==> src/rtl/link_settle_pkg.sv <==
package link_settle_pkg;

  // Bit positions decoded from the link-status word
  localparam int TRAIN_POS  = 11;
  localparam int ACTIVE_POS = 13;

  typedef enum logic [1:0] {
    ST_IDLE  = 2'd0,
    ST_SEED  = 2'd1,
    ST_WATCH = 2'd2,
    ST_DONE  = 2'd3
  } monState_t;

  // Strobes from control to datapath
  typedef struct packed {
    logic clearAll;
    logic seedEn;
    logic sampleEn;
  } dpCtl_t;

endpackage

==> src/rtl/link_settle_ctrl.sv <==
module link_settle_ctrl
  import link_settle_pkg::*;
#(
  parameter int WINDOW_TICKS = 200
) (
  input  logic   clk,
  input  logic   rstN,
  input  logic   startPulse,
  input  logic   tick,
  input  logic   statusValid,
  input  logic   activeBit,
  output dpCtl_t dpCtl,
  output logic   donePulse
);

  localparam int TW = $clog2(WINDOW_TICKS + 1);
  localparam logic [TW-1:0] TICK_LIMIT = TW'(WINDOW_TICKS);

  monState_t state, nextState;
  logic [TW-1:0] tickCnt;
  logic expired;
  logic windowOpen;

  assign windowOpen = (state == ST_SEED) || (state == ST_WATCH);
  assign expired    = (tickCnt == TICK_LIMIT);
  assign donePulse  = (state == ST_DONE);

  always_comb begin
    nextState = state;
    dpCtl     = '0;
    case (state)
      ST_IDLE: begin
        if (startPulse) begin
          nextState      = ST_SEED;
          dpCtl.clearAll = 1'b1;
        end
      end
      ST_SEED: begin
        if (expired) begin
          nextState = ST_DONE;
        end else if (statusValid) begin
          dpCtl.seedEn = 1'b1;
          nextState    = ST_WATCH;
        end
      end
      ST_WATCH: begin
        if (expired) begin
          nextState = ST_DONE;
        end else if (statusValid) begin
          dpCtl.sampleEn = 1'b1;
          if (activeBit) nextState = ST_DONE;
        end
      end
      default: nextState = ST_IDLE;
    endcase
  end

  always_ff @(posedge clk) begin
    if (!rstN) begin
      state   <= ST_IDLE;
      tickCnt <= '0;
    end else begin
      state <= nextState;
      if (dpCtl.clearAll) begin
        tickCnt <= '0;
      end else if (windowOpen && tick && !expired) begin
        tickCnt <= tickCnt + 1'b1;
      end
    end
  end

  // the done strobe never spans two cycles
  assert_done_single_R8: assert property (@(posedge clk) disable iff (!rstN)
    donePulse |=> !donePulse);

  // a start seen mid-window does not reopen the seeding phase
  assert_start_ignored_R9: assert property (@(posedge clk) disable iff (!rstN)
    (state == ST_WATCH && startPulse) |=> (state != ST_SEED));

  // a link-active sample inside the window ends it on the next cycle
  assert_early_exit_R5: assert property (@(posedge clk) disable iff (!rstN)
    (state == ST_WATCH && !expired && statusValid && activeBit) |=> donePulse);

  // an expired window closes on the next cycle
  assert_expiry_closes_R6: assert property (@(posedge clk) disable iff (!rstN)
    (windowOpen && expired) |=> donePulse);

endmodule

==> src/rtl/link_settle_dp.sv <==
module link_settle_dp
  import link_settle_pkg::*;
#(
  parameter int CNT_W = 32
) (
  input  logic             clk,
  input  logic             rstN,
  input  dpCtl_t           dpCtl,
  input  logic [15:0]      statusWord,
  output logic             activeBit,
  output logic             linkStable,
  output logic [CNT_W-1:0] sampleCnt,
  output logic [CNT_W-1:0] trainCnt,
  output logic [CNT_W-1:0] quietCnt,
  output logic [CNT_W-1:0] flipCnt
);

  localparam logic [CNT_W-1:0] CNT_MAX = '1;

  logic trainBit;
  logic prevTrain;
  logic activeSeen;

  assign trainBit  = statusWord[TRAIN_POS];
  assign activeBit = statusWord[ACTIVE_POS];

  function automatic logic [CNT_W-1:0] satInc(input logic [CNT_W-1:0] v);
    return (v == CNT_MAX) ? v : v + 1'b1;
  endfunction

  always_ff @(posedge clk) begin
    if (!rstN) begin
      sampleCnt  <= '0;
      trainCnt   <= '0;
      quietCnt   <= '0;
      flipCnt    <= '0;
      prevTrain  <= 1'b0;
      activeSeen <= 1'b0;
    end else if (dpCtl.clearAll) begin
      sampleCnt  <= '0;
      trainCnt   <= '0;
      quietCnt   <= '0;
      flipCnt    <= '0;
      prevTrain  <= 1'b0;
      activeSeen <= 1'b0;
    end else if (dpCtl.seedEn) begin
      prevTrain <= trainBit;
    end else if (dpCtl.sampleEn) begin
      sampleCnt <= satInc(sampleCnt);
      if (trainBit) begin
        trainCnt <= satInc(trainCnt);
        quietCnt <= '0;
      end else begin
        quietCnt <= satInc(quietCnt);
      end
      if (trainBit != prevTrain) flipCnt <= satInc(flipCnt);
      prevTrain <= trainBit;
      if (activeBit) activeSeen <= 1'b1;
    end
  end

  assign linkStable = activeSeen || (quietCnt >= (sampleCnt >> 1));

  // a saturated sample counter stays saturated until cleared
  assert_no_wrap_R10: assert property (@(posedge clk) disable iff (!rstN)
    (sampleCnt == CNT_MAX && !dpCtl.clearAll) |=> (sampleCnt == CNT_MAX));

  // the sub-counts never exceed the total number of samples
  assert_train_bounded_R3: assert property (@(posedge clk) disable iff (!rstN)
    (trainCnt <= sampleCnt) && (quietCnt <= sampleCnt));

  // transitions never outnumber samples
  assert_flips_bounded_R4: assert property (@(posedge clk) disable iff (!rstN)
    flipCnt <= sampleCnt);

  // without a control strobe the counters hold
  assert_hold_idle_R8: assert property (@(posedge clk) disable iff (!rstN)
    (!dpCtl.clearAll && !dpCtl.sampleEn) |=> ($stable(sampleCnt) && $stable(flipCnt)));

endmodule

==> src/rtl/link_settle_mon.sv <==
module link_settle_mon
  import link_settle_pkg::*;
#(
  parameter int WINDOW_TICKS = 200,
  parameter int CNT_W        = 32
) (
  input  logic             clk,
  input  logic             rstN,
  input  logic             startPulse,
  input  logic [15:0]      statusWord,
  input  logic             statusValid,
  input  logic             tick,
  output logic             donePulse,
  output logic             linkStable,
  output logic [CNT_W-1:0] sampleCount,
  output logic [CNT_W-1:0] trainCount,
  output logic [CNT_W-1:0] quietRun,
  output logic [CNT_W-1:0] flipCount
);

  dpCtl_t dpCtl;
  logic   activeBit;

  link_settle_ctrl #(
    .WINDOW_TICKS(WINDOW_TICKS)
  ) u_ctrl (
    .clk        (clk),
    .rstN       (rstN),
    .startPulse (startPulse),
    .tick       (tick),
    .statusValid(statusValid),
    .activeBit  (activeBit),
    .dpCtl      (dpCtl),
    .donePulse  (donePulse)
  );

  link_settle_dp #(
    .CNT_W(CNT_W)
  ) u_dp (
    .clk       (clk),
    .rstN      (rstN),
    .dpCtl     (dpCtl),
    .statusWord(statusWord),
    .activeBit (activeBit),
    .linkStable(linkStable),
    .sampleCnt (sampleCount),
    .trainCnt  (trainCount),
    .quietCnt  (quietRun),
    .flipCnt   (flipCount)
  );

endmodule

==> config.mk <==
export PLATFORM = sky130hd
export DESIGN_NAME = link_settle_mon
export DESIGN_NICKNAME = d
export VERILOG_FILES = /design/src/rtl/link_settle_pkg.sv /design/src/rtl/link_settle_ctrl.sv /design/src/rtl/link_settle_dp.sv /design/src/rtl/link_settle_mon.sv
export SDC_FILE = /design/constraint.sdc
export NUM_CORES = 1
export LEC_CHECK = 0
export BUFFER_PORTS_ARGS = -buffer_cell sky130_fd_sc_hd__buf_2
export CAP_MARGIN = 40
export CORE_ASPECT_RATIO = 2
export CORE_MARGIN = 5
export CORE_UTILIZATION = 25
export CTS_BUF_LIST = sky130_fd_sc_hd__clkbuf_16
export CTS_CLUSTER_DIAMETER = 30
export DETAILED_ROUTE_END_ITERATION = 8
export GPL_TIMING_DRIVEN = 1
export HOLD_SLACK_MARGIN = 0.02
export SYNTH_ARGS = -nofsm -noshare
export SYNTH_HDL_FRONTEND = slang
export SYNTH_SLANG_ARGS = --single-unit
==> constraint.sdc <==
create_clock -name clk -period 2.2 [get_ports clk]
set_input_delay 0.22 -clock clk [delete_from_list [all_inputs] [get_ports clk]]
set_output_delay 0.22 -clock clk [all_outputs]
set_load 0.03 [all_outputs]
==> results of run 1 <==
[worst max-delay path, cell delays in order, from the launching register on]
cell and delay (ns):
dfxtp_1 0.33, inv_1 0.05, ha_1 0.30, a21o_1 0.21, a2111oi_4 0.35, o21ai_1 0.15, a221o_1 0.33, buf_6 0.16
[final timing paths]
path,cells past startpoint,slack [ns],to
setup / recovery,7,-0.34,linkStable
hold / removal,3,0.05,u_dp.activeSeen
setup reg to reg,8,-0.05,u_dp.flipCnt[23]
hold reg to reg,2,0.48,u_dp.flipCnt[27]
[power groups by stage]
stage	registers, mW	logic (mW)	clock network (mW)
CTS	2.58	0.947	3.11
detailed placement	2.64	0.919	0
global route	2.59	1.21	3.20
global placement	2.64	0.908	0
floorplan	2.65	0.512	0
finish	2.58	1.10	3.03
[cells by family after synthesis]
group           share of synthesized area
mux                               0.00651
fa+ha+maj                          0.0651
xor+xnor                           0.0923
flops                               0.356
simple gates                        0.304
compound gates                      0.133
buf+inv                            0.0424
[through the flow]
stage                     TNS [ns]  std cells  total power [mW]  hold slack (ns)  area [um^2]
after global placement      -0.136       1608              3.54            0.459        10100
after global routing         -1.97       1670              7.00           0.0749        11400
after detailed placement    -0.400       1608              3.56            0.473        10100
final                       -0.459       1671              6.71           0.0521        11400
after CTS                   -0.410       1642              6.64           0.0337        10800
after floorplan            -0.0603        953              3.16            0.348         7990
[cell usage after synthesis (3+ instances only)]
| cell type | count | share of area |
|---|---|---|
| mux2i_1 | 4 | 0.0051 |
| nor4b_1 | 3 | 0.0033 |
| nor4_1 | 20 | 0.016 |
| dfxtp_1 | 140 | 0.36 |
| nor3_1 | 21 | 0.013 |
| nand4_1 | 52 | 0.041 |
| nand2b_1 | 5 | 0.0040 |
| or3_1 | 15 | 0.012 |
| or4_1 | 12 | 0.011 |
| and3_1 | 21 | 0.017 |
| ha_1 | 41 | 0.065 |
| a21o_1 | 8 | 0.0076 |
| o211ai_1 | 12 | 0.011 |
| a211oi_1 | 6 | 0.0057 |
| and4_1 | 12 | 0.013 |
| o41ai_1 | 6 | 0.0067 |
| xnor2_1 | 42 | 0.047 |
| clkbuf_1 | 30 | 0.014 |
| a31o_2 | 5 | 0.0056 |
| o21ai_0 | 24 | 0.015 |
| nand2_1 | 79 | 0.038 |
| nand3b_1 | 6 | 0.0057 |
| inv_1 | 43 | 0.020 |
| buf_2 | 5 | 0.0032 |
| a41oi_1 | 3 | 0.0033 |
| nand3_1 | 58 | 0.037 |
| a2bb2oi_1 | 5 | 0.0056 |
| a2111oi_4 | 3 | 0.010 |
| and3b_1 | 3 | 0.0033 |
| a21oi_1 | 38 | 0.024 |
| a31oi_1 | 12 | 0.0095 |
| nor2_1 | 121 | 0.058 |
| xor2_1 | 41 | 0.046 |
| and2_1 | 9 | 0.0071 |
[cell type report]
cell class	instances	area (um^2)	area share
Tap cell	423	529	0.0464
Inverter	43	161	0.0141
Clock inverter	12	141	0.0124
Antenna cell	1	2.50	0.000219
Clock buffer	19	475	0.0417
Multi-Input combinational cell	731	5150	0.451
Sequential cell	140	2890	0.254
Timing Repair Buffer	302	2060	0.180
[registers in the layout, summed over array words and instances (netlist names)]
signal / flops
u_ctrl.state: 2
u_ctrl.tickCnt: 8
u_dp.activeSeen: 1
u_dp.flipCnt: 32
u_dp.prevTrain: 1
u_dp.quietCnt: 32
u_dp.sampleCnt: 32
u_dp.trainCnt: 32
[timing repair]
| action | in CTS | in global routing |
|---|---|---|
| endpoints found under the setup margin | 18 | 75 |
| pin swaps | 8 | 43 |
| resized for setup | 22 | 67 |
| cloned | 0 | 4 |
| buffers inserted | 3 | 26 |
[layer usage]
metal,track usage,up-vias,wire length (um)
li1,-,4021,-
met1,0.188,3785,12000
met2,0.218,201,11600
met3,0.0359,21,1420
met4,0.0404,2,289
met5,0,-,18
==> out/results.tsv, run 1 <==
metric	value	unit
status	finished with violations	
failing checks	setup timing	
CTS Hold Buffers Added	0	
RR Startpoint	u_ctrl.state[1]	
Critical Path AT	2.32	ns
Fin. Hold Viols	0	
first-pass GRT wire length	39.7	mm
GRT Overall Usage	0.139	
Synth Register Bits	140	
# IOs	151	
Hold Crit Start	statusWord[13]	
hpwl dp	18.4	mm
Clk Latency, worst-skew pair	0.43	ns
initial antenna violation count	2	
CP startpoint kind	flop	
critical path peak fanout	2	
H-tree Lvls	4	
Pleak	4.69	nW
Clk network pwr share	0.452	
fin crit share	1.16	
HP Class	in2reg	
vias in the first global route	7591	
# Max-Cap Violations	0	
Gate Count Post-Synth	953	
Post-Syn Area per Cell	8.26	um^2
CTS tree	built	
switching share of power	0.267	
PD cells	589	mW/mm^2
Post-synth EDFFs	0	
Comb pwr share	0.164	
area grow syn2layout	44.9	%
Vias/cell	4.81	
share of layout cells above drive strength 1	0.378	
Port-buffer cells	136	
root buf cell	clkbuf_16	
DRC	0	
Worst VDD drop	0.000507	V
Final Skew	0.00815	ns
total wire length	25.3	mm
Post-DRT Antenna Nets	0	
clk buf depth	2	
YS warnings	0	
DRC marker count from the first detailed-route iteration	469	
WL/cell	15.1	um
Worst-Margin Slew	0.483	ns
critical path class	reg2out	
synthesized area	0.00788	mm^2
placeable core area	0.0313	mm^2
final net count	1297	
Crit path required time	1.98	ns
die area	0.0354	mm^2
Slew Viols, Final	0	
Async S/R FF share, synth	0	
final number of setup-violating endpoints	5	
DR pass1 iterations	6	
largest net degree at the start of global routing	42	
switching pwr	1.80	mW
Fmax achieved	393	MHz
RSZ-0062 raised after global routing	true	
sequential fraction of the synthesis area	0.356	
CP Capture Type	output port	
Synth cell types	72	
FP Rows	92	
Synth Flop Type	dfxtp_1	
Placer Congestion	0.813	
# fillers	3318	
crit path launch	u_dp.sampleCnt[30]	
final critical-path required period	2.54	ns
via count	8030	
syn nets	1015	
worst slack, placed	-0.130	ns
clock-pin slew on the worst setup and hold paths	0.06	ns
gr ovfl total	0	
Util after Layout	0.364	
Die Wd	136	um
Die Y	261	um
CTS sink cnt	140	
Internal	4.92	mW
most common cell after layout, fill and taps aside	buf_4	
Flop pwr share	0.385	
Starting Density	0.252	
most frequent cells in the layout	buf_4 (152), buf_2 (135), nor2_1 (121)	
Max-slew headroom	0.675	
total CTS buffers	17	
Worst Slack Setup Final	-0.344	ns
Note: power is estimated with default switching activity, not from simulation.
==> inputs of run 2 (changes only) <==
--- a/config.mk
+++ b/config.mk
@@ -10,7 +10,6 @@
 export CORE_ASPECT_RATIO = 2
 export CORE_MARGIN = 5
 export CORE_UTILIZATION = 25
-export CTS_BUF_LIST = sky130_fd_sc_hd__clkbuf_16
 export CTS_CLUSTER_DIAMETER = 30
 export DETAILED_ROUTE_END_ITERATION = 8
 export GPL_TIMING_DRIVEN = 1
==> out/results.tsv, run 2 (synthesis results as in run 1) <==
metric	value	unit	change
Final Power	6.79	mW	was 6.71 mW
total wire length	25.3	mm	about the same
RR Startpoint	u_ctrl.state[1]		unchanged
Min-Delay Path Depth	3		unchanged
fin area	0.0114	mm^2	about the same
Reg area	0.00289	mm^2	unchanged
largest net degree at the start of global routing	42		unchanged
Post-DRT Antenna Nets	0		unchanged
placeable core area	0.0313	mm^2	unchanged
Slew Viols, Final	0		unchanged
Worst VDD drop	0.000506	V	was 0.000507 V
Most Crowded Layer GR	met2		unchanged
Vias/cell	4.80		was 4.81
hpwl dp	18.4	mm	unchanged
Reg2Reg Depth	8		unchanged
Util after Layout	0.365		was 0.364
Crit path required time	1.98	ns	about the same
Worst Slack Setup Final	-0.328	ns	was -0.344 ns
Max-slew headroom	0.678		was 0.675
final number of setup-violating endpoints	5		unchanged
final net count	1297		unchanged
HP Class	in2reg		unchanged
CP startpoint kind	flop		unchanged
DRC marker count from the first detailed-route iteration	459		was 469
CTS tree	built		unchanged
Die Y	261	um	unchanged
R2R setup slack	-0.05	ns	about the same
fin crit share	1.15		was 1.16
Clk Latency, worst-skew pair	0.43	ns	about the same
failing checks	setup timing		unchanged
H-tree Lvls	4		unchanged
most frequent cells in the layout	buf_4 (152), buf_2 (135), nor2_1 (121)		unchanged
Worst-Margin Slew	0.479	ns	was 0.483 ns
RSZ-0062 raised after global routing	true		unchanged
Die Wd	136	um	unchanged
Hold Path End	u_dp.activeSeen		unchanged
met2 track demand over resource	0.218		unchanged
CTS sink cnt	140		unchanged
Starting Density	0.252		unchanged
die area	0.0354	mm^2	unchanged
FP Rows	92		unchanged
worst-path cell chain	inv_1, ha_1, a21o_1, a2111oi_4, o21ai_1, a221o_1, buf_6		unchanged
slowest stage delay, CP	0.35	ns	about the same
switching pwr	1.80	mW	about the same
vias in the first global route	7609		was 7591
GR met1 Demand/Resource	0.189		was 0.188
Clk network pwr share	0.458		was 0.452
Fmax achieved	396	MHz	was 393 MHz
initial antenna violation count	2		unchanged
share of layout cells above drive strength 1	0.379		was 0.378
Critical Path AT	2.31	ns	was 2.32 ns
GRT Overall Usage	0.139		about the same
Slowest-stage cell, CP	a2111oi_4		unchanged
final critical-path required period	2.53	ns	was 2.54 ns
Comb pwr share	0.162		was 0.164
# IOs	151		unchanged
worst slack, placed	-0.130	ns	unchanged
multi-input logic area	0.00515	mm^2	unchanged
switching share of power	0.264		was 0.267
most common cell after layout, fill and taps aside	buf_4		unchanged
Pleak	4.70	nW	was 4.69 nW
# Max-Cap Violations	0		unchanged
placed inst area	0.0101	mm^2	unchanged
area grow syn2layout	45.1	%	was 44.9%
Internal	4.99	mW	was 4.92 mW
# fillers	3314		was 3318
WL/cell	15.1	um	about the same
DRC	0		unchanged
Buf+Inv Stages, Crit Path	2		unchanged
Hold Crit Start	statusWord[13]		unchanged
status	finished with violations		unchanged
Final Skew	0.00830	ns	was 0.00815 ns
total CTS buffers	17		unchanged
DR pass1 iterations	5		was 6
clock-pin slew on the worst setup and hold paths	0.06	ns	about the same
Placer Congestion	0.813		unchanged
gr ovfl total	0		unchanged
Flop pwr share	0.381		was 0.385
met3 track demand over resource	0.0361		was 0.0359
total negative slack	-0.440	ns	was -0.459 ns
first-pass GRT wire length	39.7	mm	about the same
clk buf depth	2		unchanged
via count	8022		was 8030
family with the most delay on the worst path	compound AO/OA/AOI/OAI gates		unchanged
critical path peak fanout	2		unchanged
Fin. Hold Viols	0		unchanged
Critical R2R Capture	u_dp.flipCnt[23]		unchanged
PD cells	594	mW/mm^2	was 589 mW/mm^2
CP Capture Type	output port		unchanged
root buf cell	clkbuf_16		unchanged
Port-buffer cells	136		unchanged
critical path class	reg2out		unchanged
-- run 2: final cells by class --
class                      instances  share of cell area
multi-input combinational        731               0.450
tap                              423              0.0463
clock inverter                     9              0.0114
clock buffer                      22              0.0443
timing repair buffer             302               0.180
antenna                            1            0.000219
sequential                       140               0.253
inverter                          43              0.0141
-- run 2: routing by layer --
| metal | routed length (um) | up-vias |
|---|---|---|
| met5 | 18 | - |
| li1 | - | 4021 |
| met4 | 283 | 2 |
| met2 | 11500 | 211 |
| met1 | 11900 | 3769 |
| met3 | 1520 | 19 |
-- run 2: worst max path at each step --
stage,startpoint,end,slack [ns],cells past startpoint
6_report,u_dp.sampleCnt[30],linkStable,-0.33,7
5_1_grt,u_dp.sampleCnt[30],linkStable,-0.44,7
4_1_cts,u_dp.quietCnt[0],linkStable,-0.40,9
3_3_place_gp,u_dp.quietCnt[0],linkStable,-0.1,9
3_5_place_dp,u_dp.quietCnt[0],linkStable,-0.13,9
2_1_floorplan,u_dp.quietCnt[6],u_dp.quietCnt[25],-0.04,9
-- run 2: power groups by stage --
stage	logic (mW)	registers, mW	clock network, mW
4_1_cts	0.947	2.58	3.19
3_5_place_dp	0.919	2.64	0
2_1_floorplan	0.512	2.65	0
5_1_grt	1.21	2.59	3.28
3_3_place_gp	0.908	2.64	0
6_report	1.10	2.58	3.11
-- run 2: what timing repair did --
action	in CTS	in global routing
hold buffers	0	0
buffers inserted	3	26
pin swaps	8	43
cloned	0	4
setup endpoints to repair	18	75
gates resized for setup	22	67
-- run 2: through the flow --
stage               std cells  hold slack, ns
detailed placement       1608           0.473
floorplan                 953           0.348
global placement         1608           0.459
finish                   1671          0.0529
global route             1670          0.0749
CTS                      1642          0.0337
-- run 2: tightest hold or removal path, cell delays in order --
cell,delay [ns]
buf_2,0.10
a21oi_1,0.06
nor2_1,0.07
